==> config.mk <==
export PLATFORM = sky130hd
export DESIGN_NAME = dsi_cmd_packer
export DESIGN_NICKNAME = d
export VERILOG_FILES = /design/src/rtl/dsi_cmd_packer.sv
export SDC_FILE = /design/constraint.sdc
export NUM_CORES = 1
export LEC_CHECK = 0
export BUFFER_PORTS_ARGS = -buffer_cell sky130_fd_sc_hd__buf_2
export CAP_MARGIN = 20
export CORE_MARGIN = 2
export CORE_UTILIZATION = 47
export DETAILED_ROUTE_END_ITERATION = 10
export PLACE_DENSITY = 0.72
export SETUP_SLACK_MARGIN = 0.4
export SYNTH_ARGS = -nofsm -noshare
export SYNTH_HDL_FRONTEND = slang
export SYNTH_SLANG_ARGS = --single-unit
export TNS_END_PERCENT = 10
==> constraint.sdc <==
create_clock -name clk -period 2.3 [get_ports clk]
set_input_delay 0.69 -clock clk [delete_from_list [all_inputs] [get_ports clk]]
set_output_delay 0.69 -clock clk [all_outputs]
set_load 0.05 [all_outputs]
==> src/rtl/dsi_cmd_packer.sv <==
module dsi_cmd_packer (
  input  logic        clk,
  input  logic        rst_n,
  input  logic        req_valid,
  output logic        req_ready,
  input  logic [2:0]  req_vc,
  input  logic [2:0]  req_class,
  input  logic [15:0] req_len,
  input  logic        byte_valid,
  output logic        byte_ready,
  input  logic [7:0]  byte_data,
  output logic        pld_valid,
  input  logic        pld_ready,
  output logic [31:0] pld_data,
  output logic        hdr_valid,
  input  logic        hdr_ready,
  output logic [31:0] hdr_data,
  output logic        done,
  output logic        done_err
);

  localparam logic [2:0] CL_GEN_WR = 3'd0;
  localparam logic [2:0] CL_DCS_WR = 3'd1;
  localparam logic [2:0] CL_GEN_RD = 3'd2;
  localparam logic [2:0] CL_DCS_RD = 3'd3;
  localparam logic [2:0] CL_MAXRET = 3'd4;

  typedef enum logic [2:0] {S_IDLE, S_COLLECT, S_PUSH, S_HDR, S_FIN} state_t;

  state_t      state;
  logic [1:0]  vc_q;
  logic [5:0]  dt_q;
  logic        long_q;
  logic        err_q;
  logic [15:0] len_q;
  logic [15:0] rem_q;
  logic [1:0]  lane_q;
  logic [31:0] word_q;

  logic [5:0]  sel_dt;
  logic        sel_long;
  logic        sel_bad;

  always_comb begin
    sel_dt   = 6'h00;
    sel_long = 1'b0;
    sel_bad  = 1'b0;
    case (req_class)
      CL_GEN_WR:
        case (req_len)
          16'd0:   sel_dt = 6'h03;
          16'd1:   sel_dt = 6'h13;
          16'd2:   sel_dt = 6'h23;
          default: begin sel_dt = 6'h29; sel_long = 1'b1; end
        endcase
      CL_DCS_WR:
        case (req_len)
          16'd0:   sel_bad = 1'b1;
          16'd1:   sel_dt = 6'h05;
          16'd2:   sel_dt = 6'h15;
          default: begin sel_dt = 6'h39; sel_long = 1'b1; end
        endcase
      CL_GEN_RD:
        case (req_len)
          16'd0:   sel_dt = 6'h04;
          16'd1:   sel_dt = 6'h14;
          16'd2:   sel_dt = 6'h24;
          default: sel_bad = 1'b1;
        endcase
      CL_DCS_RD: begin
        sel_dt  = 6'h06;
        sel_bad = (req_len != 16'd1);
      end
      CL_MAXRET: begin
        sel_dt  = 6'h37;
        sel_bad = (req_len != 16'd2);
      end
      default: sel_bad = 1'b1;
    endcase
    if (req_vc > 3'd3) sel_bad = 1'b1;
  end

  always_ff @(posedge clk) begin
    if (!rst_n) begin
      state  <= S_IDLE;
      vc_q   <= '0;
      dt_q   <= '0;
      long_q <= 1'b0;
      err_q  <= 1'b0;
      len_q  <= '0;
      rem_q  <= '0;
      lane_q <= '0;
      word_q <= '0;
    end else begin
      case (state)
        S_IDLE:
          if (req_valid) begin
            vc_q   <= req_vc[1:0];
            dt_q   <= sel_dt;
            long_q <= sel_long;
            err_q  <= sel_bad;
            len_q  <= req_len;
            rem_q  <= req_len;
            lane_q <= '0;
            word_q <= '0;
            if (sel_bad)             state <= S_FIN;
            else if (req_len == '0)  state <= S_HDR;
            else                     state <= S_COLLECT;
          end
        S_COLLECT:
          if (byte_valid) begin
            word_q <= word_q | (32'(byte_data) << {lane_q, 3'b000});
            rem_q  <= rem_q - 16'd1;
            lane_q <= lane_q + 2'd1;
            if (long_q) begin
              if (lane_q == 2'd3 || rem_q == 16'd1) state <= S_PUSH;
            end else if (rem_q == 16'd1) begin
              state <= S_HDR;
            end
          end
        S_PUSH:
          if (pld_ready) begin
            word_q <= '0;
            lane_q <= '0;
            state  <= (rem_q == '0) ? S_HDR : S_COLLECT;
          end
        S_HDR:
          if (hdr_ready) state <= S_FIN;
        default: state <= S_IDLE;
      endcase
    end
  end

  assign req_ready  = (state == S_IDLE);
  assign byte_ready = (state == S_COLLECT);
  assign pld_valid  = (state == S_PUSH);
  assign pld_data   = word_q;
  assign hdr_valid  = (state == S_HDR);
  assign hdr_data   = {8'h00,
                       long_q ? len_q[15:8] : word_q[15:8],
                       long_q ? len_q[7:0]  : word_q[7:0],
                       vc_q, dt_q};
  assign done       = (state == S_FIN);
  assign done_err   = (state == S_FIN) && err_q;

  logic [15:0] pushed_q;
  always_ff @(posedge clk) begin
    if (!rst_n || state == S_IDLE) pushed_q <= '0;
    else if (pld_valid && pld_ready) pushed_q <= pushed_q + 16'd1;
  end

  AST_ECC_ZERO: assert property (@(posedge clk) disable iff (!rst_n)
    hdr_valid |-> hdr_data[31:24] == 8'h00);
  AST_PLD_BEFORE_HDR: assert property (@(posedge clk) disable iff (!rst_n)
    hdr_valid && long_q |-> 17'(pushed_q) == ((17'(len_q) + 17'd3) >> 2));
  AST_ONE_FIFO: assert property (@(posedge clk) disable iff (!rst_n)
    !(hdr_valid && pld_valid));
  AST_PLD_HOLD: assert property (@(posedge clk) disable iff (!rst_n)
    pld_valid && !pld_ready |=> pld_valid && $stable(pld_data));
  AST_HDR_HOLD: assert property (@(posedge clk) disable iff (!rst_n)
    hdr_valid && !hdr_ready |=> hdr_valid && $stable(hdr_data));
  AST_PAD_ZERO: assert property (@(posedge clk) disable iff (!rst_n)
    pld_valid && rem_q == '0 && lane_q != 2'd0 |-> (pld_data >> {lane_q, 3'b000}) == 32'd0);
  AST_REJECT_QUIET: assert property (@(posedge clk) disable iff (!rst_n)
    done && done_err |-> $past(req_ready));
  AST_DONE_PULSE: assert property (@(posedge clk) disable iff (!rst_n)
    done |=> !done);

endmodule

### Word-level counts from Yosys, hierarchy flattened

Cells that the tools add are included.
Widths: inputs -> output; s select.

* register bits after elaboration: 79
* input bits: 36
* output and inout bits: 70

* add/sub/neg operators: 2
* magnitude comparators: 1
* eq/ne operators: 20
* shift-type cells: 1
* multiplexer cells: 33
* bitwise operators: 1
* reduce and logical (&&, ||, !) cells: 14

Operator list (number)
* $mux 32: 3
* $pmux 32 s3: 1
* $pmux 6 s3: 3
* $eq 16x1->1 const B: 2
* $logic_not 16->1: 2
* $mux 16: 2
* $or 32x32->32: 1
* $pmux 16 s2: 1
* $shl 8x5->32: 1
* $pmux 6 s5: 1
* $mux 3: 8
* $eq 16x2->1 const B: 1
* $mux 8: 2
* $ne 16x1->1 const B: 1
* $ne 16x2->1 const B: 1
* $sub 16x1->16 const B: 1
* $eq 3x2->1 const B: 4
* $pmux 3 s4: 1
* $mux 2: 5
* $eq 3x1->1 const B: 2
* $eq 3x3->1 const B: 2
* $logic_not 3->1: 2
* $pmux 2 s3: 1
* $reduce_and 6->1: 1
* other kinds (18): 23

### Logic depth before layout (Yosys ltp)

* depth in word-level cells: 8
* gate-level depth with buffers: 8

### Worst setup path after synthesis

OpenSTA, ideal clock, no wires.

* path type: reg-to-output
* from: register state[2]
* to: output done_err
* arrival time: 2.466 ns
* path slack: -0.856 ns
* stages on the path, launching flop included: 5
* cell sequence: dfxtp_1 buf_2 buf_2 nor3b_1 and2_1

* longest elaborated chain between the ends: 2

Ends and longest elaborated chain
* start, declared: line 30 `state_t state;`
* start signal, assigned: line 125 `state <= (rem_q == '0) ? S_HDR : S_COLLECT;`
* $eq 3x3->1
* named net done: line 18 `output logic done,`
* $logic_and 1x1->1: line 144 `assign done_err = (state == S_FIN) && err_q;`
* end, declared: line 19 `output logic done_err`

The timed path passes the listed nets, and every way through them passes these cells.

### Final worst setup path

* from: register long_q
* to: output hdr_data[13]

* longest elaborated chain between the ends: 1

Ends and longest elaborated chain
* start, declared: line 33 `logic long_q;`
* start signal, assigned: line 100 `long_q <= sel_long;`
* $mux 8: line 141 `long_q ? len_q[7:0] : word_q[7:0],`
* end, declared: line 17 `output logic [31:0] hdr_data,`

No other way between the ends.

==> results.rst <==
.. list-table::
   :header-rows: 1

   * - Metric
     - Value
   * - Mux share of post-synthesis cell area
     - 5.53%
   * - Die boundary height
     - 96.6 um
   * - I/O pin count
     - approximately 110
   * - Worst setup path category
     - flip-flop to output port
   * - Synthesized cell area
     - 0.00403 mm^2
   * - Maximum clock path buffer count
     - 2
   * - Xor-xnor portion of the synthesized cell area
     - 0.217%
   * - Cell Area, Placed
     - roughly 0.0047 mm^2
   * - Pin count of the biggest net entering global routing
     - 35
   * - Total non-filler cell area in the finished layout
     - 0.00526 mm^2
   * - Routed wire length per instance
     - 16.8 um
   * - Fraction of layout cells with a size suffix above 1
     - 34.1%
   * - Count of inserted antenna diode cells
     - 0
   * - Number of DRC markers after the initial detailed-route iteration
     - 214
   * - Final RePlAce weighted congestion
     - ~0.89
   * - Count of mapped cells out of synthesis
     - 470
   * - Vias in the first global route
     - 3478
   * - Normalized max-slew margin
     - 62.8%
   * - Hold EP
     - dt_q[2]$_SDFFE_PN0P_
   * - Grt ovf
     - 0
   * - WP buf/inv
     - 2
   * - Cell-by-cell trace of the critical path
     - buf_12, mux2_2, buf_6
   * - Minimum period implied by the final worst setup slack
     - 2120 ps
   * - Worst Setup End Kind
     - output port
   * - Top fanout value on the critical path
     - 8
   * - Register-to-register setup slack
     - 290 ps
   * - Count of state elements after synthesis
     - 79
   * - Data required, critical path
     - 1610 ps
   * - Setup WS pre-CTS
     - -40.2 ps
   * - Leading cell type in the layout, fill and taps excluded
     - buf_2
   * - Adder-cell share of the synthesized area
     - 0.932%
   * - Share of Yosys cell area claimed by the top area cell type
     - 39.3%
   * - Hold/Removal Path Class
     - flip-flop to flip-flop
   * - Total Wirelength
     - 11500 um
   * - Number of antenna violations at the first check in global routing
     - 0
   * - Clock insertion delay at the later pin of the skew report
     - 360 ps
   * - Peak supply drop
     - approximately 0.47 mV
   * - Portion of the post-synthesis area used by sequential elements
     - approximately 39%
   * - DR vias
     - 3973
   * - Final setup fails
     - 0
   * - Status
     - completed
   * - Biggest area consumer among synthesized cells
     - dfxtp_1
   * - Share of synthesized flip-flops with an asynchronous set or reset
     - 0%
   * - Actual transition at the worst max-transition pin
     - 555 ps
   * - Global-route wire length before repair
     - 17100 um
   * - Core area
     - around 0.0083 mm^2
   * - Synth top area cells
     - dfxtp_1 39%, nand2_1 5.4%, nor2_1 5.1%
   * - Final clock period utilization by the worst path
     - between 90% and 100%
   * - Area growth from synthesis to final layout
     - 30.6%
   * - Count of flip-flops with a built-in enable after synthesis
     - 0
   * - Final HPWL DP
     - 7930 um
   * - Post-synth top flop
     - dfxtp_1
   * - Highest-delay cell along the critical path
     - dfxtp_4
   * - Hold Startpoint
     - dt_q[2]$_SDFFE_PN0P_
   * - Max-slew violation count
     - 0
   * - Delay contributed by the slowest stage of the critical path
     - 400 ps
   * - Via-to-Cell Ratio
     - just under 6
   * - Combinational family with the most area after synthesis
     - simple AND/OR/NAND/NOR gates
   * - Die width
     - 96.6 um
   * - Setup repair after global routing missed its margin
     - yes
   * - Critical path launch point type
     - flip-flop
   * - Number of cells traversed by the worst register-to-register path
     - 6
   * - Placed Cells
     - 657
   * - Final TNS setup
     - 0 ps
   * - Skew final
     - 7.06 ps
   * - Number of sinks driven by the clock tree
     - 79
   * - H-Tree Depth
     - 3
   * - Port-buffer cells
     - 97
   * - TritonCTS clock tree
     - yes
   * - Net count reported at finish
     - 615
   * - # Max-Cap Violations
     - 0
   * - Number of cell rows
     - 33
   * - Compound-cell area share of the yosys netlist
     - between 20 and 25%
   * - Root buffer cell
     - clkbuf_8
   * - Count of distinct cell types in the synthesized netlist
     - 64
   * - Die Footprint
     - about 0.0093 mm^2
   * - Worst r2r src
     - rem_q[1]$_SDFFE_PN0P_
   * - DR DRC count
     - 0
   * - Total track usage
     - a little under a quarter
   * - Num CTS Buffers
     - 9
   * - Total power per unit cell area
     - 923 mW/mm^2
   * - Avg Cell Area, Syn
     - roughly 8.6 um^2
   * - Slack of the critical path
     - 183 ps
   * - Simple-gate share of the synthesized area
     - 25.8%
   * - Commonest cells after routing, fill and taps aside
     - 77 x buf_2, 76 x dfxtp_1, 58 x nand2_1
   * - Reg-to-reg endpoint
     - rem_q[10]$_SDFFE_PN0P_
   * - Clk slew on worst S/H paths
     - 90 ps
   * - Number of hold violations in the final report
     - 0
   * - Leakage power
     - between 0.002 and 0.0025 uW
   * - 1st-pass router iterations
     - 5
   * - Initial Utilization
     - about half
   * - Kind of cell adding the most delay to the critical path
     - flip-flops
   * - Number of antenna-violating nets in the routed design
     - 0
   * - Top achievable clock speed
     - roughly 470 MHz
   * - Cell depth of the worst min-delay path
     - 2
   * - Post-Layout Cell Count
     - 686
   * - Endpoint arrival time on the critical path
     - roughly 1400 ps
   * - Warning count from the yosys run
     - 0
   * - PnR Total Power
     - 4850 uW
[metal layers]
layer / up-vias / part of all wire, % / GRT usage (%) / wire, um
met1: 1890 / 43 / 30.9 / 4940
met4: 0 / 2.4 / 8.22 / 282
met2: 167 / 49 / 38.8 / 5600
met5: - / 0 / 0 / 0
met3: 26 / 6.1 / 5.74 / 703
li1: 1890 / - / - / -
[area by class of cell]
class,count,area (um^2)
Fill cell,700,3000
Multi-Input combinational cell,352,2370
Sequential cell,79,1590
Timing Repair Buffer,129,945
Tap cell,105,131
Clock buffer,9,124
Clock inverter,7,83.8
Inverter,5,18.8
[worst min-delay path, cell delays in order, from the launching register on]
cell and delay [ps]:
dfxtp_1 320, nand3_1 60, nand2_1 50
[how the worst max path moves through the flow]
stage	from	end	slack, ps	cells past startpoint
floorplan	state[2]$_SDFFE_PN0P_	done_err	180	4
global placement	req_len[12]	state[0]$_SDFFE_PN0P_	40	5
finish	long_q$_SDFFE_PN0P_	hdr_data[13]	180	3
detailed placement	req_len[7]	state[2]$_SDFFE_PN0P_	-40	6
global route	state[2]$_SDFFE_PN0P_	byte_ready	130	3
CTS	long_q$_SDFFE_PN0P_	hdr_data[22]	140	3
[kinds of logic (layout without fill, tap and decap cells)]
family,count (synthesis),after routing
buffers and inverters,46,150
AO/OA/AOI/OAI,134,134
flip-flops,79,79
XOR/XNOR,1,1
multiplexers,20,20
adder cells (fa/ha/maj),3,3
AND/OR/NAND/NOR,186,186
other,1,8
[Yosys cell counts, types with 2 or more instances]
library cell,instances
o31ai_1,2
or4_1,2
or4_4,2
nand4_1,5
o221a_2,2
o21ai_1,3
a32o_1,2
ha_1,3
buf_4,9
nand2_1,58
nor2_1,55
a21oi_2,3
nor3b_1,4
dfxtp_1,79
a31oi_1,20
nor3_1,6
a211oi_1,2
o211ai_1,3
nand2b_1,2
buf_1,2
a21oi_1,31
nand3b_1,2
a41o_1,2
a21boi_0,23
o2bb2ai_1,2
nor2b_1,9
mux2_2,18
a22oi_1,4
inv_1,5
nor4_1,5
nor4_4,4
nand3_1,7
o21a_1,5
mux2i_1,2
nor4_2,5
clkbuf_1,20
and2_1,6
buf_2,10
a41oi_1,2
nor4b_1,2
nor3_2,2
o21ai_0,18
[power by group]
part           internal (uW)  total, uW  switching, uW
logic                    754       2030           1280
clock network            525       1110            584
registers               1540       1710            173
[metrics by stage]
stage	util, %	hold WS, ps
2_1_floorplan	-	437
6_report	63.7	468
5_1_grt	63.7	491
4_1_cts	59.9	469
3_3_place_gp	56.5	445
3_5_place_dp	56.5	455
[registers in the layout, indices dropped and copies added (netlist names)]
| name | cells |
|---|---|
| dt_q | 6 |
| err_q | 1 |
| lane_q | 2 |
| len_q | 16 |
| long_q | 1 |
| pld_data | 32 |
| rem_q | 16 |
| state | 3 |
| vc_q | 2 |
[repair_timing]
action,in CTS,in global routing
gates cloned,0,2
pin swaps,0,3
hold buffers,0,0
endpoints found under the setup margin,39,68
resized for setup,23,61
buffers inserted,1,10
(Power assumes the default switching activity.)
